## src/rtl/edge_conv_host.sv

```systemverilog
module edge_conv_host #(
  parameter int HIGH_CYC   = 6,
  parameter int LOW_CYC    = 6,
  parameter int WINDOW_CYC = 128,
  parameter int CONV_MAX   = 4096,
  parameter int SYNC_TRIES = 64
) (
  input  logic        clk,
  input  logic        rst_n,
  input  logic        req,
  input  logic [1:0]  req_chan,
  input  logic [4:0]  req_res,
  input  logic        sync_req,
  input  logic        dev_sdat,
  output logic        dev_sclk,
  output logic [1:0]  dev_addr,
  output logic        busy,
  output logic [15:0] result,
  output logic        result_valid,
  output logic        sync_done,
  output logic        timeout_err
);
  localparam int PMAX = (HIGH_CYC > LOW_CYC) ? HIGH_CYC : LOW_CYC;
  localparam int PW   = $clog2(PMAX + 1);
  localparam int WW   = $clog2(WINDOW_CYC + 1);
  localparam int CW   = $clog2(CONV_MAX + 1);
  localparam int TW   = $clog2(SYNC_TRIES + 1);
  localparam logic [PW-1:0] P_HI     = PW'(HIGH_CYC - 1);
  localparam logic [PW-1:0] P_LO     = PW'(LOW_CYC - 1);
  localparam logic [WW-1:0] WIN_LAST = WW'(WINDOW_CYC - 1);
  localparam logic [WW-1:0] WIN_SAT  = WW'(WINDOW_CYC);
  localparam logic [CW-1:0] CNV_LAST = CW'(CONV_MAX - 1);
  localparam logic [TW-1:0] TRY_LAST = TW'(SYNC_TRIES - 1);

  typedef enum logic [3:0] {
    S_IDLE, S_START, S_RHI, S_RLO, S_WAIT, S_DLO, S_DHI, S_YH1, S_YLO, S_YH2
  } st_t;

  st_t             state;
  logic [PW-1:0]   pcnt;
  logic [WW-1:0]   win;
  logic [CW-1:0]   wcnt;
  logic [TW-1:0]   tries;
  logic [2:0]      red_left, red_done;
  logic [4:0]      bit_left;
  logic [15:0]     shreg;
  logic [1:0]      sd_q;
  logic            samp_a, samp_b;

  wire sdat_s    = sd_q[1];
  wire phase_end = (pcnt == '0);
  wire in_red    = (state == S_RLO);
  wire in_wait   = (state == S_WAIT);
  wire in_sync   = (state == S_YH1) || (state == S_YLO) || (state == S_YH2);

  wire [2:0] red_req = (req_res >= 5'd16) ? 3'd0 :
                       (req_res <= 5'd10) ? 3'd6 : 3'(5'd16 - req_res);

  assign busy = (state != S_IDLE);

  always_ff @(posedge clk or negedge rst_n) begin
    if (!rst_n) begin
      state <= S_IDLE;  pcnt <= '0;  win <= '0;  wcnt <= '0;  tries <= '0;
      red_left <= '0;  red_done <= '0;  bit_left <= '0;  shreg <= '0;
      sd_q <= '0;  samp_a <= 1'b0;  samp_b <= 1'b0;
      dev_sclk <= 1'b1;  dev_addr <= '0;  result <= '0;
      result_valid <= 1'b0;  sync_done <= 1'b0;  timeout_err <= 1'b0;
    end else begin
      result_valid <= 1'b0;
      sync_done    <= 1'b0;
      timeout_err  <= 1'b0;
      sd_q <= {sd_q[0], dev_sdat};
      if (!phase_end) pcnt <= pcnt - 1'b1;
      if ((state == S_START || state == S_RHI || state == S_RLO) && win != WIN_SAT)
        win <= win + 1'b1;
      case (state)
        S_IDLE: begin
          if (req) begin
            dev_addr <= req_chan;  red_left <= red_req;  red_done <= '0;
            win <= '0;  dev_sclk <= 1'b0;  pcnt <= P_LO;  state <= S_START;
          end else if (sync_req) begin
            dev_addr <= req_chan;  tries <= '0;
            dev_sclk <= 1'b1;  pcnt <= P_HI;  state <= S_YH1;
          end
        end
        S_START, S_RLO: if (phase_end) begin
          dev_sclk <= 1'b1;  pcnt <= P_HI;  state <= S_RHI;
        end
        S_RHI: if (phase_end) begin
          if (red_left != 3'd0 && win < WIN_LAST) begin
            dev_sclk <= 1'b0;  pcnt <= P_LO;  state <= S_RLO;
            red_left <= red_left - 3'd1;  red_done <= red_done + 3'd1;
          end else begin
            wcnt <= '0;  state <= S_WAIT;
          end
        end
        S_WAIT: begin
          if (sdat_s) begin
            bit_left <= 5'd16 - {2'b00, red_done};  shreg <= '0;
            dev_sclk <= 1'b0;  pcnt <= P_LO;  state <= S_DLO;
          end else if (wcnt == CNV_LAST) begin
            timeout_err <= 1'b1;  state <= S_IDLE;
          end else begin
            wcnt <= wcnt + 1'b1;
          end
        end
        S_DLO: if (phase_end) begin
          shreg <= {shreg[14:0], sdat_s};  bit_left <= bit_left - 5'd1;
          dev_sclk <= 1'b1;  pcnt <= P_HI;  state <= S_DHI;
        end
        S_DHI: if (phase_end) begin
          if (bit_left == 5'd0) begin
            result <= shreg << red_done;  result_valid <= 1'b1;  state <= S_IDLE;
          end else begin
            dev_sclk <= 1'b0;  pcnt <= P_LO;  state <= S_DLO;
          end
        end
        S_YH1: if (phase_end) begin
          samp_a <= sdat_s;  dev_sclk <= 1'b0;  pcnt <= P_LO;  state <= S_YLO;
        end
        S_YLO: if (phase_end) begin
          samp_b <= sdat_s;  dev_sclk <= 1'b1;  pcnt <= P_HI;  state <= S_YH2;
        end
        S_YH2: if (phase_end) begin
          if (samp_a && samp_b && !sdat_s) begin
            sync_done <= 1'b1;  red_done <= '0;  wcnt <= '0;  state <= S_WAIT;
          end else if (tries == TRY_LAST) begin
            timeout_err <= 1'b1;  state <= S_IDLE;
          end else begin
            tries <= tries + 1'b1;  pcnt <= P_HI;  state <= S_YH1;
          end
        end
        default: state <= S_IDLE;
      endcase
    end
  end
endmodule


```

## config.mk

```make
export PLATFORM = sky130hd
export DESIGN_NAME = edge_conv_host
export DESIGN_NICKNAME = d
export VERILOG_FILES = /design/src/rtl/edge_conv_host.sv
export SDC_FILE = /design/constraint.sdc
export NUM_CORES = 1
export LEC_CHECK = 0
export ABC_CLOCK_PERIOD_IN_PS = 4450
export BUFFER_PORTS_ARGS = -buffer_cell sky130_fd_sc_hd__buf_2
export CORE_MARGIN = 4
export CORE_UTILIZATION = 39
export DETAILED_ROUTE_END_ITERATION = 7
export PLACE_DENSITY_LB_ADDON = 0.1
export SYNTH_ARGS = -nofsm -noshare
export SYNTH_HDL_FRONTEND = slang
export SYNTH_SLANG_ARGS = --single-unit
```

## constraint.sdc

```tcl
create_clock -name clk -period 4.45 [get_ports clk]
set_input_delay 0.2225 -clock clk [delete_from_list [all_inputs] [get_ports clk]]
set_output_delay 0.2225 -clock clk [all_outputs]
set_load 0.05 [all_outputs]
```

# After elaboration in Yosys (flattened, before gate mapping)
# Index checks and enable logic that the tools add are counted.
# word_totals
out_inout_bits	23
input_bits	12
word_cells	185
register_bits	88
# classes
mux	87
n_lt_le_gt_ge	3
n_eq_ne	34
n_reduce_logical	33
n_addsub	9
shifts	1
# op_table
operator	n
two-way mux 13 bit	6
two-way mux 3 bit	26
two-way mux 4 bit	11
case mux 13 bit (3 select lines)	1
case mux 4 bit (9 select lines)	1
two-way mux 7 bit	5
!= test 2 bit, second input constant	17
two-way mux 16 bit	2
case mux 16 bit (2 select lines)	1
two-way mux 8 bit	3
two-way mux 1 bit	20
case mux 3 bit (6 select lines)	1
AND reduction 9 bit	2
equality test 4 x 3 -> 1 bit, second input constant	4
<< shifter 16 x 3 -> 16 bit	1
case mux 7 bit (2 select lines)	1
adder 13 x 1 -> 13 bit, second input constant	1
equality test 13 x 12 -> 1 bit, second input constant	1
AND reduction 6 bit	2
two-way mux 5 bit	2
case mux 5 bit (2 select lines)	1
case mux 3 bit (3 select lines)	1
nonzero test 3 bit	3
adder 8 x 1 -> 8 bit, second input constant	1
37 further kinds	53

# Longest topological paths before layout
# Gate-level depths: netlist of run 1.
# depth
word_depth	7
depth_mapped	9

# Worst setup path after synthesis of run 1
# Ideal clock, no wire load.
# synth_timing
path_type	register to register
start	reg state[2]
end	reg dev_sclk
setup_slack_ns	2.292
arrival_ns	2.075
path_stages_with_launch	7
period_less_slack_ns	2.158
path_buffers	1
cell_sequence	dfrtp_1 -> buf_2 -> or4_4 -> nor3_1 -> or3_1 -> nand3b_1 -> mux2_2
# synth_between
elab_chain_len	4
# synth_lines
item	line	text
start, declared	39	st_t state;
start signal, assigned	63	state <= S_IDLE; pcnt <= '0; win <= '0; wcnt <= '0; tries <= '0;
start signal, assigned	80	win <= '0; dev_sclk <= 1'b0; pcnt <= P_LO; state <= S_START;
start signal, assigned	83	dev_sclk <= 1'b1; pcnt <= P_HI; state <= S_YH1;
equality test 4 x 2 -> 1 bit, or another cell as far along	76	case (state)
OR reduction 4 bit (no source line)	--	
nonzero test 6 bit (no source line) or != test 2 x 1 -> 1 bit (tied branches)	--	
AND reduction 9 bit (no source line)	--	
end signal, assigned	80	
end signal, assigned	83	
end signal, assigned	87	dev_sclk <= 1'b1; pcnt <= P_HI; state <= S_RHI;
end, declared	15	output logic dev_sclk,
# Several ways; a longest one is shown, not always the timed one.
# A chain may end at the register's enable or synchronous reset.

# Final worst setup path of run 1
# layout_timing
start	reg state[0]
end	reg wcnt[6]
# layout_between
elab_chain_len	3
# layout_lines
item	line	text
equality test 4 x 2 -> 1 bit, or another cell as far along	76	
!= test 2 bit (no source line), or another cell as far along	--	
AND reduction 7 bit (no source line)	--	
end signal, assigned	104	wcnt <= wcnt + 1'b1;
end, declared	42	logic [CW-1:0] wcnt;
# Several ways; a longest one is shown, not always the timed one.

==> impl_metrics.env, run 1 <==
export IMPL_drive_above_1_share_pct=14.0
export IMPL_period_needed_ns=2.64
export IMPL_cts_num_sinks=88
export IMPL_synth_edf_count=0
export IMPL_grt_pass1_wl_mm=20.2
export IMPL_fin_skew_ns=0.00792
export IMPL_synth_net_count=596
export IMPL_clk_pin_slew_ns=0.06
export IMPL_path_max_fanout=23
export IMPL_ir_drop_mv=0.210
export IMPL_final_util_pct=45.0
export IMPL_arrival_ns=2.86
export IMPL_synth_top_flop_cell="dfrtp_1"
export IMPL_routabilityCongestion=0.834
export IMPL_viasPerCell=5.44
export IMPL_maxSlewViolCount=0
export IMPL_post_dp_hpwl_mm=8.29
export IMPL_critPathRequiredTime_ns=4.67
export IMPL_wl_per_cell_um=15.5
export IMPL_postSynthAreaPerCell_um2=9.00
export IMPL_track_usage_pct=17.0
export IMPL_max_slew_margin_pct=35.0
export IMPL_n_antenna_cell=0
export IMPL_first_iter_violations=253
export IMPL_cts_buffers=9
export IMPL_async_flop_share_pct=100
export IMPL_cp_start_kind="flop"
export IMPL_fin_setup_tns_ns=0
export IMPL_grt_pass1_vias=3997
export IMPL_setup_worst_path_end_class="flop"
export IMPL_fin_crit_sh_pct=59.4
export IMPL_placed_area_mm2=0.00542
export IMPL_wirelength_mm=11.8
export IMPL_synthTopCellsByCount="dfrtp_1 (87), nand2_1 (77), o21ai_0 (73)"
export IMPL_clk_path_buf_depth=2
export IMPL_initial_utilization_pct=40.3
export IMPL_p_leak_uw=0.00245
export IMPL_fmax_ghz=0.379
export IMPL_crit_chain="nand4bb_1 > nor3_2 > a311oi_1 > buf_4 > o21ai_0 > o41ai_2"
export IMPL_ys_seq_area_share_pct=43.0
export IMPL_fin_nets=614
export IMPL_fill_cells=1298
export IMPL_antenna_found_initial=0
export IMPL_syn_to_final_growth_pct=11.6
export IMPL_fin_ws_ns=1.81
export IMPL_die_w_um=123
export IMPL_post_route_drc_count=0
export IMPL_hp_class="in2reg"
export IMPL_ctsRootBufferMaster="clkbuf_16"
export IMPL_maxCapViolations=0
export IMPL_yosysTopAreaCellShare_pct=42.4
export IMPL_ios=35
export IMPL_worst_pin_slew_ns=0.967
export IMPL_post_cts_setup_buffer_count=0
export IMPL_yosys_area_top_type="dfrtp_1"
export IMPL_cts_tree="yes"
export IMPL_ys_ff_latch=88
export IMPL_crit_type="reg2reg"
export IMPL_syn_area_mm2=0.00513
export IMPL_synth_distinct_cells=73
export IMPL_rsz0062_at_grt="false"
export IMPL_die_y_um=123
export IMPL_grt_max_degree=58
export IMPL_synth_most_common_cell="dfrtp_1"
export IMPL_detail_route_antenna_nets=0
export IMPL_die_area_mm2=0.0150
export IMPL_synth_warning_count=0
export IMPL_slowest_stage="dfrtp_1"
export IMPL_numPortBuffers=34
export IMPL_synthCells=570
export IMPL_setup_violations=0
export IMPL_max_stage_delay_ns=0.78
export IMPL_design_area_mm2=0.00573
export IMPL_cts_max_level=3
export IMPL_dp_slack_ns=1.85
export IMPL_ys_top_cells_by_area="dfrtp_1 (42%), o21ai_0 (7.1%), nand2_1 (5.6%)"
export IMPL_hold_viol=0
export IMPL_insertion_delay_ns=0.35
export IMPL_status="completed"
export IMPL_core_area_mm2=0.0127
export IMPL_rows=41
export IMPL_dr_pass1_iters=5
export IMPL_vias=4155
export IMPL_p_per_area_mw_per_mm2=579
export IMPL_overflow=0
-- cell type report --
| class | instances | area [um2] | area share, % |
|---|---|---|---|
| clock buffer | 12 | 246 | 4.31 |
| clock inverter | 3 | 42.5 | 0.743 |
| inverter | 19 | 71.3 | 1.25 |
| multi-input combinational | 429 | 2720 | 47.4 |
| sequential | 88 | 2200 | 38.5 |
| tap | 172 | 215 | 3.76 |
| timing repair buffer | 41 | 230 | 4.02 |
-- repair_timing --
| action | CTS | global route |
|---|---|---|
| hold endpoints to repair | 56 | 0 |
| gates resized for setup | 0 | 0 |
| endpoints found under the setup margin | 0 | 0 |
| hold buffers | 2 | 0 |
-- logic make-up after synthesis --
kind of cell             count (synthesis)  synth area share (%)
AND/OR/NAND/NOR                        213                  21.1
XOR/XNOR                                 4                 0.683
flip-flops                              88                  43.0
buffers and inverters                   53                  4.46
adder cells (fa/ha/maj)                 14                  3.42
AO/OA/AOI/OAI                          165                  19.5
multiplexers                            33                  7.88
-- worst paths after layout --
check / depth (start not counted) / end / from / slack, ns
setup / recovery: 6 / wcnt[6] / state[0] / 1.81
hold / removal: 2 / dev_addr[0] / req_chan[0] / 0.10
setup reg to reg: 6 / wcnt[6] / state[0] / 1.81
hold reg to reg: 0 / sd_q[1] / sd_q[0] / 0.35
max in group asynchronous: 3 / wcnt[6] / rst_n / 3.03
min in group asynchronous: 2 / win[0] / rst_n / 0.46
-- per-layer routing --
metal  routed length [um]  part of all wire [%]  vias up  GRT usage, %
met5                    0                     0        -             0
met4                  213                   1.8        0          6.30
met3                  493                   4.2       13          3.59
met2                 5260                    45       81          25.7
met1                 5840                    49     1964          24.0
li1                     -                     -     2097             -
-- where the power goes --
| part | switching (uW) | internal (uW) |
|---|---|---|
| sequential | 278 | 978 |
| clock | 304 | 446 |
| combinational | 778 | 532 |
| total | 1360 | 1960 |
-- registers in the layout (all words and copies together), names as in the netlist, 3 cells and up --
signal,cells
red_done,3
red_left,3
result,16
shreg,16
pcnt,3
tries,7
state,4
wcnt,13
bit_left,5
win,8
-- cells in the final DEF, fill, tap and decap left out, types with 6 or more instances in the layout --
cell	n
or3_1	7
nand3_1	15
nor2b_1	7
ha_1	14
a21oi_1	38
clkbuf_16	9
o21ai_0	73
o21a_1	6
mux2_2	9
dfrtp_1	87
nand4_1	7
nor3_1	9
nand2b_1	7
nand2_1	77
buf_4	6
buf_2	33
mux2i_1	19
nor2_1	43
inv_1	18
a31oi_1	9
and3_1	8
-- through the flow --
step	total power, uW	instances	hold slack, ns
after floorplan	2250	570	-0.0731
after global placement	2550	747	0.333
after detailed placement	2570	747	0.333
after CTS	3350	764	0.0894
after global routing	3590	764	0.0971
final	3320	764	0.101
-- critical path: cells and delay by family, from the launching register on --
family,cells,cell delay [ns]
buffers and inverters,1,0.21
flip-flops,1,0.78
AO/OA/AOI/OAI,3,0.39
AND/OR/NAND/NOR,2,1.13
Note: power is estimated with default switching activity, not from simulation.
==> inputs of run 2 (changes only) <==
--- a/config.mk
+++ b/config.mk
@@ -5,7 +5,7 @@
 export SDC_FILE = /design/constraint.sdc
 export NUM_CORES = 1
 export LEC_CHECK = 0
-export ABC_CLOCK_PERIOD_IN_PS = 4450
+export ABC_CLOCK_PERIOD_IN_PS = 2400
 export BUFFER_PORTS_ARGS = -buffer_cell sky130_fd_sc_hd__buf_2
 export CORE_MARGIN = 4
 export CORE_UTILIZATION = 39
==> constraint.sdc (replaced) <==
create_clock -name clk -period 2.4 [get_ports clk]
set_input_delay 0.12 -clock clk [delete_from_list [all_inputs] [get_ports clk]]
set_output_delay 0.12 -clock clk [all_outputs]
set_load 0.05 [all_outputs]
==> impl_metrics.env, run 2 (synthesis results as in run 1) <==
export IMPL_status="completed"
export IMPL_cts_buffers=9
export IMPL_critical_path_endpoint="dev_sclk"
export IMPL_routabilityCongestion=0.877
export IMPL_drive_above_1_share_pct=18.1
export IMPL_post_dp_hpwl_mm=8.86
export IMPL_dr_pass1_iters=5
export IMPL_fin_skew_ns=0.00559
export IMPL_first_iter_violations=310
export IMPL_initial_utilization_pct=40.3
export IMPL_cts_tree="yes"
export IMPL_cts_max_level=3
export IMPL_p_per_area_mw_per_mm2=1080
export IMPL_grt_pass1_vias=4278
export IMPL_ios=35
export IMPL_antenna_found_initial=0
export IMPL_post_cts_setup_buffer_count=0
export IMPL_reg2reg_depth=6
export IMPL_core_area_mm2=0.0127
export IMPL_n_antenna_cell=0
export IMPL_fin_setup_tns_ns=0
export IMPL_period_needed_ns=2.24
export IMPL_fin_nets=642
export IMPL_startpoint="state[0]"
export IMPL_hold_viol=0
export IMPL_arrival_ns=2.52
export IMPL_grt_pass1_wl_mm=20.8
export IMPL_cp_start_kind="flop"
export IMPL_die_y_um=123
export IMPL_viasPerCell=5.45
export IMPL_vias=4313
export IMPL_max_stage_delay_ns=0.51
export IMPL_ir_drop_mv=0.447
export IMPL_rsz0062_at_grt="false"
export IMPL_crit_type="reg2reg"
export IMPL_overflow=0
export IMPL_rows=41
export IMPL_setup_worst_path_end_class="flop"
export IMPL_slowest_stage="dfrtp_1"
export IMPL_die_area_mm2=0.0150
export IMPL_clk_pin_slew_ns=0.06
export IMPL_track_usage_pct=17.3
export IMPL_path_max_fanout=12
export IMPL_setup_violations=0
export IMPL_final_common_cell="dfrtp_1"
export IMPL_numPortBuffers=34
export IMPL_reg2reg_from="state[0]"
export IMPL_reg2reg_slack_ns=0.16
export IMPL_crit_chain="buf_4 > or4_4 > nor3_1 > or3_1 > nand3b_1 > mux2_2"
export IMPL_clk_path_buf_depth=2
export IMPL_fmax_ghz=0.446
export IMPL_hp_class="in2reg"
export IMPL_wirelength_mm=12.1
export IMPL_critPathRequiredTime_ns=2.67
export IMPL_r2r_end="dev_sclk"
export IMPL_ctsRootBufferMaster="clkbuf_16"
export IMPL_reg_largest_list="result (16), shreg (16), wcnt (13)"
export IMPL_maxCapViolations=0
export IMPL_worst_pin_slew_ns=0.784
export IMPL_die_w_um=123
export IMPL_grt_max_degree=38
export IMPL_total_power_uw=6420
export IMPL_cts_num_sinks=88
export IMPL_max_slew_margin_pct=47.7
export IMPL_final_cell_mix="dfrtp_1 (87), nand2_1 (77), o21ai_0 (73), nor2_1 (43), a21oi_1 (38)"
export IMPL_post_route_drc_count=0
export IMPL_insertion_delay_ns=0.34
export IMPL_maxSlewViolCount=0
export IMPL_p_leak_uw=0.00260
export IMPL_detail_route_antenna_nets=0
export IMPL_wl_per_cell_um=15.3
export IMPL_fin_crit_sh_pct=93.5
export IMPL_syn_to_final_growth_pct=15.9
run 2: cell types whose count changed in the layout (fill, tap and decap cells not counted):
cell,change
buf_4,+27
clkbuf_1,-2
clkinv_2,+1
dlygate4sd3_1,+1
inv_6,+1
run 2: worst max-delay path: cells and delay by family (launching register included):
| kind | cells | cell delay, ns |
|---|---|---|
| buffers and inverters | 1 | 0.24 |
| DFF | 1 | 0.51 |
| muxes | 1 | 0.34 |
| and+or+nand+nor | 4 | 1.09 |
run 2: report_power, final:
part           leakage [uW]  internal [uW]  total (uW)  switching, uW
Combinational       0.00128           1160        2780           1620
Sequential          0.00117           1820        2210            394
Clock              0.000145            829        1420            594
Total               0.00260           3810        6420           2610
run 2: repair_timing:
| item | CTS | global route |
|---|---|---|
| resized for setup | 0 | 0 |
| hold buffers | 3 | 0 |
| endpoints found under the hold margin | 37 | 0 |
run 2: area by class of cell:
| type | instances | area (um2) |
|---|---|---|
| Sequential cell | 88 | 2200 |
| Multi-Input combinational cell | 429 | 2720 |
| Timing Repair Buffer | 69 | 443 |
| Tap cell | 172 | 215 |
| Fill cell | 1264 | 6780 |
| Inverter | 19 | 71.3 |
| Clock buffer | 10 | 239 |
| Clock inverter | 5 | 56.3 |
run 2: per-layer routing:
layer  vias to the layer above  GRT usage (%)  routed length [um]
li1                       2152              -                   -
met1                      2077           24.2                5940
met2                        66           26.8                5560
met3                        18           2.95                 398
met4                         0           6.37                 218
met5                         -              0                   0
run 2: how the worst min path moves through the flow:
stage | start | to | slack, ns | depth (start not counted)
2_1_floorplan | rst_n | bit_left[0] | -0.18 | 0
3_3_place_gp | rst_n | pcnt[2] | 0.13 | 1
3_5_place_dp | rst_n | pcnt[1] | 0.13 | 1
4_1_cts | req_chan[1] | dev_addr[1] | 0.005 | 2
5_1_grt | req_chan[1] | dev_addr[1] | 0.02 | 2
6_report | req_chan[1] | dev_addr[1] | 0.02 | 2
run 2: metrics by stage:
stage / worst slack (ns) / utilization [%] / hold slack, ns / std cells / area (um2)
finish: 0.156 / 46.7 / 0.0182 / 792 / 5940
global route: 0.0413 / 46.7 / 0.0159 / 792 / 5940
detailed placement: 0.167 / 44.2 / 0.126 / 774 / 5620
CTS: 0.143 / 46.7 / 0.00525 / 792 / 5940
global placement: 0.184 / 44.2 / 0.126 / 774 / 5620
floorplan: 0.242 / - / -0.176 / 570 / 5130
